[src/rtl/sflash_seq_pkg.sv]
package sflash_seq_pkg;

    localparam logic [7:0] OP_READ    = 8'h03;
    localparam logic [7:0] OP_PROGRAM = 8'h82;
    localparam logic [7:0] OP_ERASE   = 8'h50;
    localparam logic [7:0] OP_STATUS  = 8'hD7;

    localparam logic [2:0] CMD_READ    = 3'd0;
    localparam logic [2:0] CMD_PROGRAM = 3'd1;
    localparam logic [2:0] CMD_ERASE   = 3'd2;
    localparam logic [2:0] CMD_STATUS  = 3'd3;

    localparam logic [1:0] ERR_OK      = 2'd0;
    localparam logic [1:0] ERR_REJECT  = 2'd1;
    localparam logic [1:0] ERR_TIMEOUT = 2'd2;

    localparam int STS_READY_BIT = 7;
    localparam int STS_POW2_BIT  = 0;

    typedef enum logic [2:0] {
        ST_BOOT,
        ST_IDLE,
        ST_OPCODE,
        ST_ADDR,
        ST_DATA,
        ST_STATUS,
        ST_GAP,
        ST_RESP
    } state_e;

    typedef enum logic [1:0] {
        FK_BOOT,
        FK_HOST,
        FK_POLL
    } frame_e;

endpackage

[src/rtl/sflash_seq_ctr.sv]
module sflash_seq_ctr #(
    parameter int W = 4
) (
    input  logic         clk,
    input  logic         rst_n,
    input  logic         clr,
    input  logic         inc,
    output logic [W-1:0] q
);

    always_ff @(posedge clk or negedge rst_n) begin
        if (!rst_n) begin
            q <= '0;
        end else if (clr) begin
            q <= '0;
        end else if (inc) begin
            q <= q + W'(1);
        end
    end

endmodule

[src/rtl/sflash_seq_shifter.sv]
// One byte per start pulse, SPI mode 0: the output bit changes while sclk is low,
// the input bit is captured on the edge that raises sclk.
module sflash_seq_shifter #(
    parameter int CLK_DIV = 4
) (
    input  logic       clk,
    input  logic       rst_n,
    input  logic       start,
    input  logic [7:0] tx_byte,
    input  logic       miso,
    output logic       sclk,
    output logic       mosi,
    output logic       done,
    output logic [7:0] rx_byte
);

    localparam int HALF = CLK_DIV / 2;
    localparam int CW   = (HALF > 1) ? $clog2(HALF) : 1;

    logic          busy;
    logic          high;
    logic [CW-1:0] tick;
    logic [2:0]    bitn;
    logic [7:0]    txs;
    logic [7:0]    rxs;

    always_ff @(posedge clk or negedge rst_n) begin
        if (!rst_n) begin
            busy <= 1'b0;
            high <= 1'b0;
            tick <= '0;
            bitn <= '0;
            txs  <= '0;
            rxs  <= '0;
            done <= 1'b0;
        end else begin
            done <= 1'b0;
            if (start && !busy) begin
                busy <= 1'b1;
                high <= 1'b0;
                tick <= '0;
                bitn <= '0;
                txs  <= tx_byte;
            end else if (busy) begin
                if (tick == CW'(HALF - 1)) begin
                    tick <= '0;
                    if (!high) begin
                        high <= 1'b1;
                        rxs  <= {rxs[6:0], miso};
                    end else begin
                        high <= 1'b0;
                        txs  <= {txs[6:0], 1'b0};
                        if (bitn == 3'd7) begin
                            busy <= 1'b0;
                            done <= 1'b1;
                        end else begin
                            bitn <= bitn + 3'd1;
                        end
                    end
                end else begin
                    tick <= tick + CW'(1);
                end
            end
        end
    end

    assign sclk    = busy & high;
    assign mosi    = txs[7];
    assign rx_byte = rxs;

endmodule

[src/rtl/sflash_seq.sv]
module sflash_seq #(
    parameter int CLK_DIV    = 4,
    parameter int POLL_LIMIT = 16,
    parameter int GAP_CLKS   = 2,
    parameter int LEN_W      = 10
) (
    input  logic             clk,
    input  logic             rst_n,
    input  logic             req,
    input  logic [2:0]       req_cmd,
    input  logic [23:0]      req_addr,
    input  logic [LEN_W-1:0] req_len,
    output logic             ack,
    output logic [1:0]       resp_err,
    output logic [7:0]       status_byte,
    input  logic [7:0]       wr_data,
    output logic             wr_take,
    output logic [7:0]       rd_data,
    output logic             rd_valid,
    output logic             init_done,
    output logic             pow2_mode,
    output logic             sclk,
    output logic             cs_n,
    output logic             mosi,
    input  logic             miso
);

    import sflash_seq_pkg::*;

    localparam int PW = $clog2(POLL_LIMIT + 1);
    localparam int GW = $clog2(GAP_CLKS + 1);

    state_e           st, nxt;
    frame_e           kind;
    logic             issued;
    logic [2:0]       cur_cmd;
    logic [23:0]      cur_addr;
    logic [LEN_W-1:0] cur_len;

    logic             sh_start, sh_done;
    logic [7:0]       sh_tx, sh_rx;
    logic             bc_clr, bc_inc, pc_clr, pc_inc;
    logic [LEN_W-1:0] bc_q;
    logic [PW-1:0]    pc_q;
    logic [GW-1:0]    gap_q;
    logic             byte_st, stat_frame, mutating, last_poll;

    sflash_seq_shifter #(.CLK_DIV(CLK_DIV)) u_shift (
        .clk(clk), .rst_n(rst_n), .start(sh_start), .tx_byte(sh_tx),
        .miso(miso), .sclk(sclk), .mosi(mosi), .done(sh_done), .rx_byte(sh_rx)
    );

    sflash_seq_ctr #(.W(LEN_W)) u_bytes (
        .clk(clk), .rst_n(rst_n), .clr(bc_clr), .inc(bc_inc), .q(bc_q)
    );

    sflash_seq_ctr #(.W(PW)) u_polls (
        .clk(clk), .rst_n(rst_n), .clr(pc_clr), .inc(pc_inc), .q(pc_q)
    );

    sflash_seq_ctr #(.W(GW)) u_gap (
        .clk(clk), .rst_n(rst_n), .clr(st != ST_GAP), .inc(st == ST_GAP), .q(gap_q)
    );

    assign stat_frame = (kind != FK_HOST) || (cur_cmd == CMD_STATUS);
    assign mutating   = (cur_cmd == CMD_PROGRAM) || (cur_cmd == CMD_ERASE);
    assign last_poll  = (pc_q == PW'(POLL_LIMIT - 1));

    // state register
    always_ff @(posedge clk or negedge rst_n) begin
        if (!rst_n) st <= ST_BOOT;
        else        st <= nxt;
    end

    // next state and counter control
    always_comb begin
        nxt    = st;
        bc_clr = 1'b0;
        bc_inc = 1'b0;
        pc_clr = 1'b0;
        pc_inc = 1'b0;
        unique case (st)
            ST_BOOT:   nxt = ST_OPCODE;
            ST_IDLE: begin
                if (req) nxt = (req_cmd > CMD_STATUS) ? ST_RESP : ST_OPCODE;
            end
            ST_OPCODE: begin
                if (sh_done) begin
                    bc_clr = 1'b1;
                    nxt    = stat_frame ? ST_STATUS : ST_ADDR;
                end
            end
            ST_ADDR: begin
                if (sh_done) begin
                    if (bc_q == LEN_W'(2)) begin
                        bc_clr = 1'b1;
                        nxt    = (cur_cmd == CMD_ERASE || cur_len == '0) ? ST_GAP : ST_DATA;
                    end else begin
                        bc_inc = 1'b1;
                    end
                end
            end
            ST_DATA: begin
                if (sh_done) begin
                    if (bc_q == cur_len - LEN_W'(1)) nxt = ST_GAP;
                    else                            bc_inc = 1'b1;
                end
            end
            ST_STATUS: begin
                if (sh_done) nxt = ST_GAP;
            end
            ST_GAP: begin
                if (gap_q == GW'(GAP_CLKS - 1)) begin
                    unique case (kind)
                        FK_BOOT: nxt = ST_IDLE;
                        FK_HOST: begin
                            if (mutating) begin
                                pc_clr = 1'b1;
                                nxt    = ST_OPCODE;
                            end else begin
                                nxt = ST_RESP;
                            end
                        end
                        FK_POLL: begin
                            if (status_byte[STS_READY_BIT] || last_poll) begin
                                nxt = ST_RESP;
                            end else begin
                                pc_inc = 1'b1;
                                nxt    = ST_OPCODE;
                            end
                        end
                        default: nxt = ST_IDLE;
                    endcase
                end
            end
            ST_RESP:   nxt = ST_IDLE;
            default:   nxt = ST_IDLE;
        endcase
    end

    // request, status and mode registers
    always_ff @(posedge clk or negedge rst_n) begin
        if (!rst_n) begin
            kind        <= FK_BOOT;
            issued      <= 1'b0;
            cur_cmd     <= '0;
            cur_addr    <= '0;
            cur_len     <= '0;
            status_byte <= '0;
            pow2_mode   <= 1'b0;
            init_done   <= 1'b0;
            resp_err    <= ERR_OK;
        end else begin
            if (sh_start)     issued <= 1'b1;
            else if (sh_done) issued <= 1'b0;
            if (st == ST_IDLE && req) begin
                cur_cmd  <= req_cmd;
                cur_addr <= req_addr;
                cur_len  <= req_len;
                kind     <= FK_HOST;
                resp_err <= (req_cmd > CMD_STATUS) ? ERR_REJECT : ERR_OK;
            end
            if (st == ST_STATUS && sh_done) status_byte <= sh_rx;
            if (st == ST_GAP && nxt != ST_GAP) begin
                unique case (kind)
                    FK_BOOT: begin
                        pow2_mode <= status_byte[STS_POW2_BIT];
                        init_done <= 1'b1;
                    end
                    FK_HOST: if (mutating) kind <= FK_POLL;
                    FK_POLL: begin
                        if (!status_byte[STS_READY_BIT] && last_poll) resp_err <= ERR_TIMEOUT;
                    end
                    default: kind <= FK_HOST;
                endcase
            end
        end
    end

    // outputs
    always_comb begin
        byte_st  = (st == ST_OPCODE) || (st == ST_ADDR) || (st == ST_DATA) || (st == ST_STATUS);
        cs_n     = !byte_st;
        sh_start = byte_st && !issued;
        sh_tx    = 8'h00;
        unique case (st)
            ST_OPCODE: begin
                if (stat_frame)                  sh_tx = OP_STATUS;
                else if (cur_cmd == CMD_READ)    sh_tx = OP_READ;
                else if (cur_cmd == CMD_PROGRAM) sh_tx = OP_PROGRAM;
                else                             sh_tx = OP_ERASE;
            end
            ST_ADDR: begin
                if (bc_q == LEN_W'(0))      sh_tx = cur_addr[23:16];
                else if (bc_q == LEN_W'(1)) sh_tx = cur_addr[15:8];
                else                        sh_tx = cur_addr[7:0];
            end
            ST_DATA:   sh_tx = (cur_cmd == CMD_PROGRAM) ? wr_data : 8'h00;
            default:   sh_tx = 8'h00;
        endcase
        wr_take  = (st == ST_DATA) && (cur_cmd == CMD_PROGRAM) && sh_start;
        rd_valid = (st == ST_DATA) && (cur_cmd == CMD_READ) && sh_done;
        rd_data  = sh_rx;
        ack      = (st == ST_RESP);
    end

endmodule

[config.mk]
export PLATFORM = sky130hd
export DESIGN_NAME = sflash_seq
export DESIGN_NICKNAME = d
export VERILOG_FILES = /design/src/rtl/sflash_seq_pkg.sv /design/src/rtl/sflash_seq_ctr.sv /design/src/rtl/sflash_seq_shifter.sv /design/src/rtl/sflash_seq.sv
export SDC_FILE = /design/constraint.sdc
export NUM_CORES = 1
export LEC_CHECK = 0
export ABC_CLOCK_PERIOD_IN_PS = 8100
export BUFFER_PORTS_ARGS = -buffer_cell sky130_fd_sc_hd__buf_4
export CORE_UTILIZATION = 35
export CTS_CLUSTER_SIZE = 14
export DETAILED_ROUTE_END_ITERATION = 8
export PLACE_DENSITY = 0.62
export SETUP_SLACK_MARGIN = 0.02
export SYNTH_ARGS = -nofsm -noshare
export SYNTH_HDL_FRONTEND = slang
export SYNTH_HIERARCHICAL = 1
export SYNTH_SLANG_ARGS = --single-unit
[constraint.sdc]
create_clock -name clk -period 8.1 [get_ports clk]
set_clock_uncertainty 0.2 [all_clocks]
set_input_delay 2.43 -clock clk [delete_from_list [all_inputs] [get_ports clk]]
set_output_delay 2.43 -clock clk [all_outputs]
set_load 0.02 [all_outputs]
==> summary.txt <==
Status
  • Status: completed

Drt
  • TritonRoute pass-1 iters: 5
  • Via density: 5.06
  • Routed WL: around 11 mm
  • WL per Instance: around 15 um
  • Post-route ant nets: 0
  • # DRC: 0
  • Initial DRC count: 202
  • Routed via count: approximately 3,900

Floorplanning
  • Die X: roughly 120 um
  • Initial Utilization: 0.357
  • I/O pin cnt: between 70 and 80
  • Die area: 14,600 um2
  • Placement Rows: 43
  • DIE HEIGHT: approximately 120 um
  • Core ar.: 13,800 um2

Min path
  • HP Start: issued$_DFFE_PN0P_
  • Min-Delay Path Class: flop to flop

Yosys
  • Post-synth EDFFs: 0
  • Number of distinct library cells after synthesis: 64
  • Synth warn: 6
  • Synth Flop Type: dfrtp_1
  • Seq/Total Area, Yosys: 0.482
  • Average size of a mapped cell: ~9.6 um2
  • Synth async-reset ratio: 1.00
  • Synthesized net count: between 500 and 600
  • Flops & latches, synth: 95
  • Mapped Cells: 515
  • Post-Syn Area: just under 5000 um2

CTS
  • Clk root buf: clkbuf_16
  • Hold buffer count at cts: 0
  • Clk Latency, worst-skew pair: about 0.35 ns
  • CTS tree: yes
  • Setup Buffers After CTS: 0
  • Cts bufs inserted: 9
  • CTS clock-pin slew for the worst setup and hold paths: ~0.06 ns
  • Post-cts sizing count: 0
  • Clock Tree Buf Depth: 2
  • H-tree Lvls: 3
  • Clk sinks: 95

Flow run
  • Max_cap viols: 0

Power and ir drop
  • LEAKAGE: between 2 and 3 nW
  • Clk network pwr share: 0.246
  • Net Sw Frac: 0.355
  • Int Pwr: around 1.2 mW
  • Power Density: about 320 nW/um2
  • Worst vdd ir: 150 uV
  • Comb pwr share: 0.339
  • Flop pwr share: 0.415
  • NetSw: 0.670 mW

Setup path
  • Crit end category: output port
  • Setup crit start: st[1]$_DFF_PN0_
  • CP arrival: 1.98 ns
  • Crit Path Max Fanout: 11
  • Critical Path Start Type: flop
  • R2r startpoint: cur_len[2]$_DFFE_PN0P_
  • Worst path required time: 5.47 ns
  • Crit Path Class: flop to output port

STA
  • Shortest period the worst path allows: between 4 and 5 ns
  • Max transition margin: 0.413
  • Slew @ Worst Pin: 0.881 ns
  • Setup violators final: 0
  • RSZ-0062 raised after global routing: no
  • Slew Limit Fails: 0
  • Setup TNS: 0 ns
  • Fmax: roughly 220 MHz
  • Hold Slack: 0.271 ns
  • Final Hold Viols: 0
  • Post-route clock period utilization: 0.569

Finish
  • Layout area overhead: 20.7%
  • NumNets Final: 640
  • Layout cell share with drive strength beyond 1: 0.228
  • Antenna diodes: 0

GRT
  • Initial antenna violation count: 0
  • Global-route wire length before repair: ~19 mm
  • Largest net degree at the start of global routing: 70
  • Gr usage total: 0.169
  • Grt total ovfl: 0
  • Vias in the first global route: between 3,000 and 4,000

Placement
  • Final weighted congestion in routability-driven placement: approximately 0.83
  • Port Buffer Count: between 70 and 80
  • HPWL after DPL: between 8 and 9 mm
## Yosys cell counts, drive strengths merged, types with 2 or more instances
cell type	n	share of area
a21bo	2	0.0041
a22o	2	0.0036
mux2	28	0.065
or3	4	0.0053
nand3b	6	0.012
o211ai	2	0.0030
nand3	15	0.016
o31ai	4	0.0061
and4b	2	0.0048
a22oi	6	0.0091
or2	2	0.0025
nand4	7	0.0089
buf	8	0.012
nor3	4	0.0041
or4	5	0.0084
inv	13	0.0099
dfrtp	95	0.48
nor4	5	0.0094
ha	9	0.023
nand2	131	0.10
and2	5	0.0069
xnor2	12	0.021
nor2	30	0.023
a31oi	4	0.0051
nand2b	4	0.0051
a21oi	20	0.023
o22ai	3	0.0038
o21ai	23	0.023
nor2b	7	0.0089
xor2	9	0.016
nor3b	2	0.0030
clkbuf	13	0.0099
mux2i	11	0.022
and3	5	0.0063
o2111ai	2	0.0071
## cells in the final DEF, fill, tap and decap left out, types with 4 or more instances in the layout
cell	instances
nand3b_1	5
xor2_1	9
nor2_1	29
nor4_1	4
a22oi_1	6
and3_1	5
o31ai_1	4
or4_1	4
nor3_1	4
mux2i_1	11
and2_1	4
buf_4	77
a21oi_1	17
o21ai_0	23
nand2_1	131
dfrtp_1	95
inv_1	13
xnor2_1	12
mux2_2	26
nor2b_1	7
ha_1	9
nand4_1	7
clkbuf_16	9
nand2b_1	4
nand3_1	14
a31oi_1	4
## worst max-delay path, cell delays in order (launching register included)
cell      delay (ns)
dfrtp_1         0.47
nand2b_1        0.23
nor2_1          0.21
and3_1          0.37
and2_1          0.20
buf_4           0.14
## sequential cells by signal, summed over array words and instances, names as in the netlist, 3 cells and up
signal and flops:
u_bytes/q 10, cur_addr 24, status_byte 8, u_shift/txs 8, u_shift/bitn 3, cur_cmd 3
u_polls/q 5, cur_len 10, u_shift/rx_byte 8, st 3
## area by class of cell
cell class | instances | area, um2
clock inverters | 3 | 65.1
inverters | 13 | 48.8
repair buffers | 77 | 578
clock buffers | 13 | 260
well taps | 180 | 225
fillers | 1346 | 7880
multi-input cells | 386 | 2400
flip-flops and latches | 95 | 2380
## power by group through the flow
| stage | combinational [mW] | clock (mW) | sequential (mW) |
|---|---|---|---|
| finish | 0.639 | 0.464 | 0.782 |
| global route | 0.715 | 0.495 | 0.806 |
| CTS | 0.643 | 0.476 | 0.781 |
| detailed placement | 0.638 | 0 | 0.789 |
| global placement | 0.625 | 0 | 0.777 |
| floorplan | 0.455 | 0 | 0.769 |
## cells by family (layout without fill, tap and decap cells)
family                     Yosys count  count (layout)  synth area share
and+or+nand+nor                    236             236             0.228
buffers and inverters               34             106            0.0315
adders and majority gates            9               9            0.0228
muxes                               39              39            0.0871
AOI/OAI and AO/OA                   81              81             0.111
xor gates and xnor gates            21              21            0.0373
DFF                                 95              95             0.482
## layer usage
| layer | up-vias | GRT usage | part of all wire |
|---|---|---|---|
| met5 | - | 0 | 0 |
| met4 | 0 | 0.0664 | 0.020 |
| met3 | 17 | 0.0439 | 0.049 |
| met2 | 113 | 0.260 | 0.44 |
| met1 | 1843 | 0.227 | 0.49 |
| li1 | 1907 | - | - |
## path summary, 6_finish.rpt
path / end / slack [ns] / cells past startpoint
setup reg to reg: u_bytes/q[9]$_DFFE_PN0P_ / 4.86 / 8
hold reg to reg: issued$_DFFE_PN0P_ / 0.27 / 1
setup / recovery: wr_take / 3.49 / 5
hold / removal: issued$_DFFE_PN0P_ / 0.27 / 1
min in group asynchronous: u_polls/q[0]$_DFFE_PN0P_ / 1.79 / 1
max in group asynchronous: issued$_DFFE_PN0P_ / 4.70 / 2
## stage by stage
step / power (mW) / area, um2 / instances / utilization / setup slack (ns)
after floorplan: 1.22 / 4930 / 515 / - / 4.07
after global placement: 1.40 / 5630 / 751 / 0.407 / 3.92
after detailed placement: 1.43 / 5630 / 751 / 0.407 / 3.87
after CTS: 1.90 / 5950 / 767 / 0.430 / 3.48
after global routing: 2.02 / 5950 / 767 / 0.430 / 3.38
final: 1.89 / 5950 / 767 / 0.430 / 3.49
Note: power is estimated with default switching activity, not from simulation.
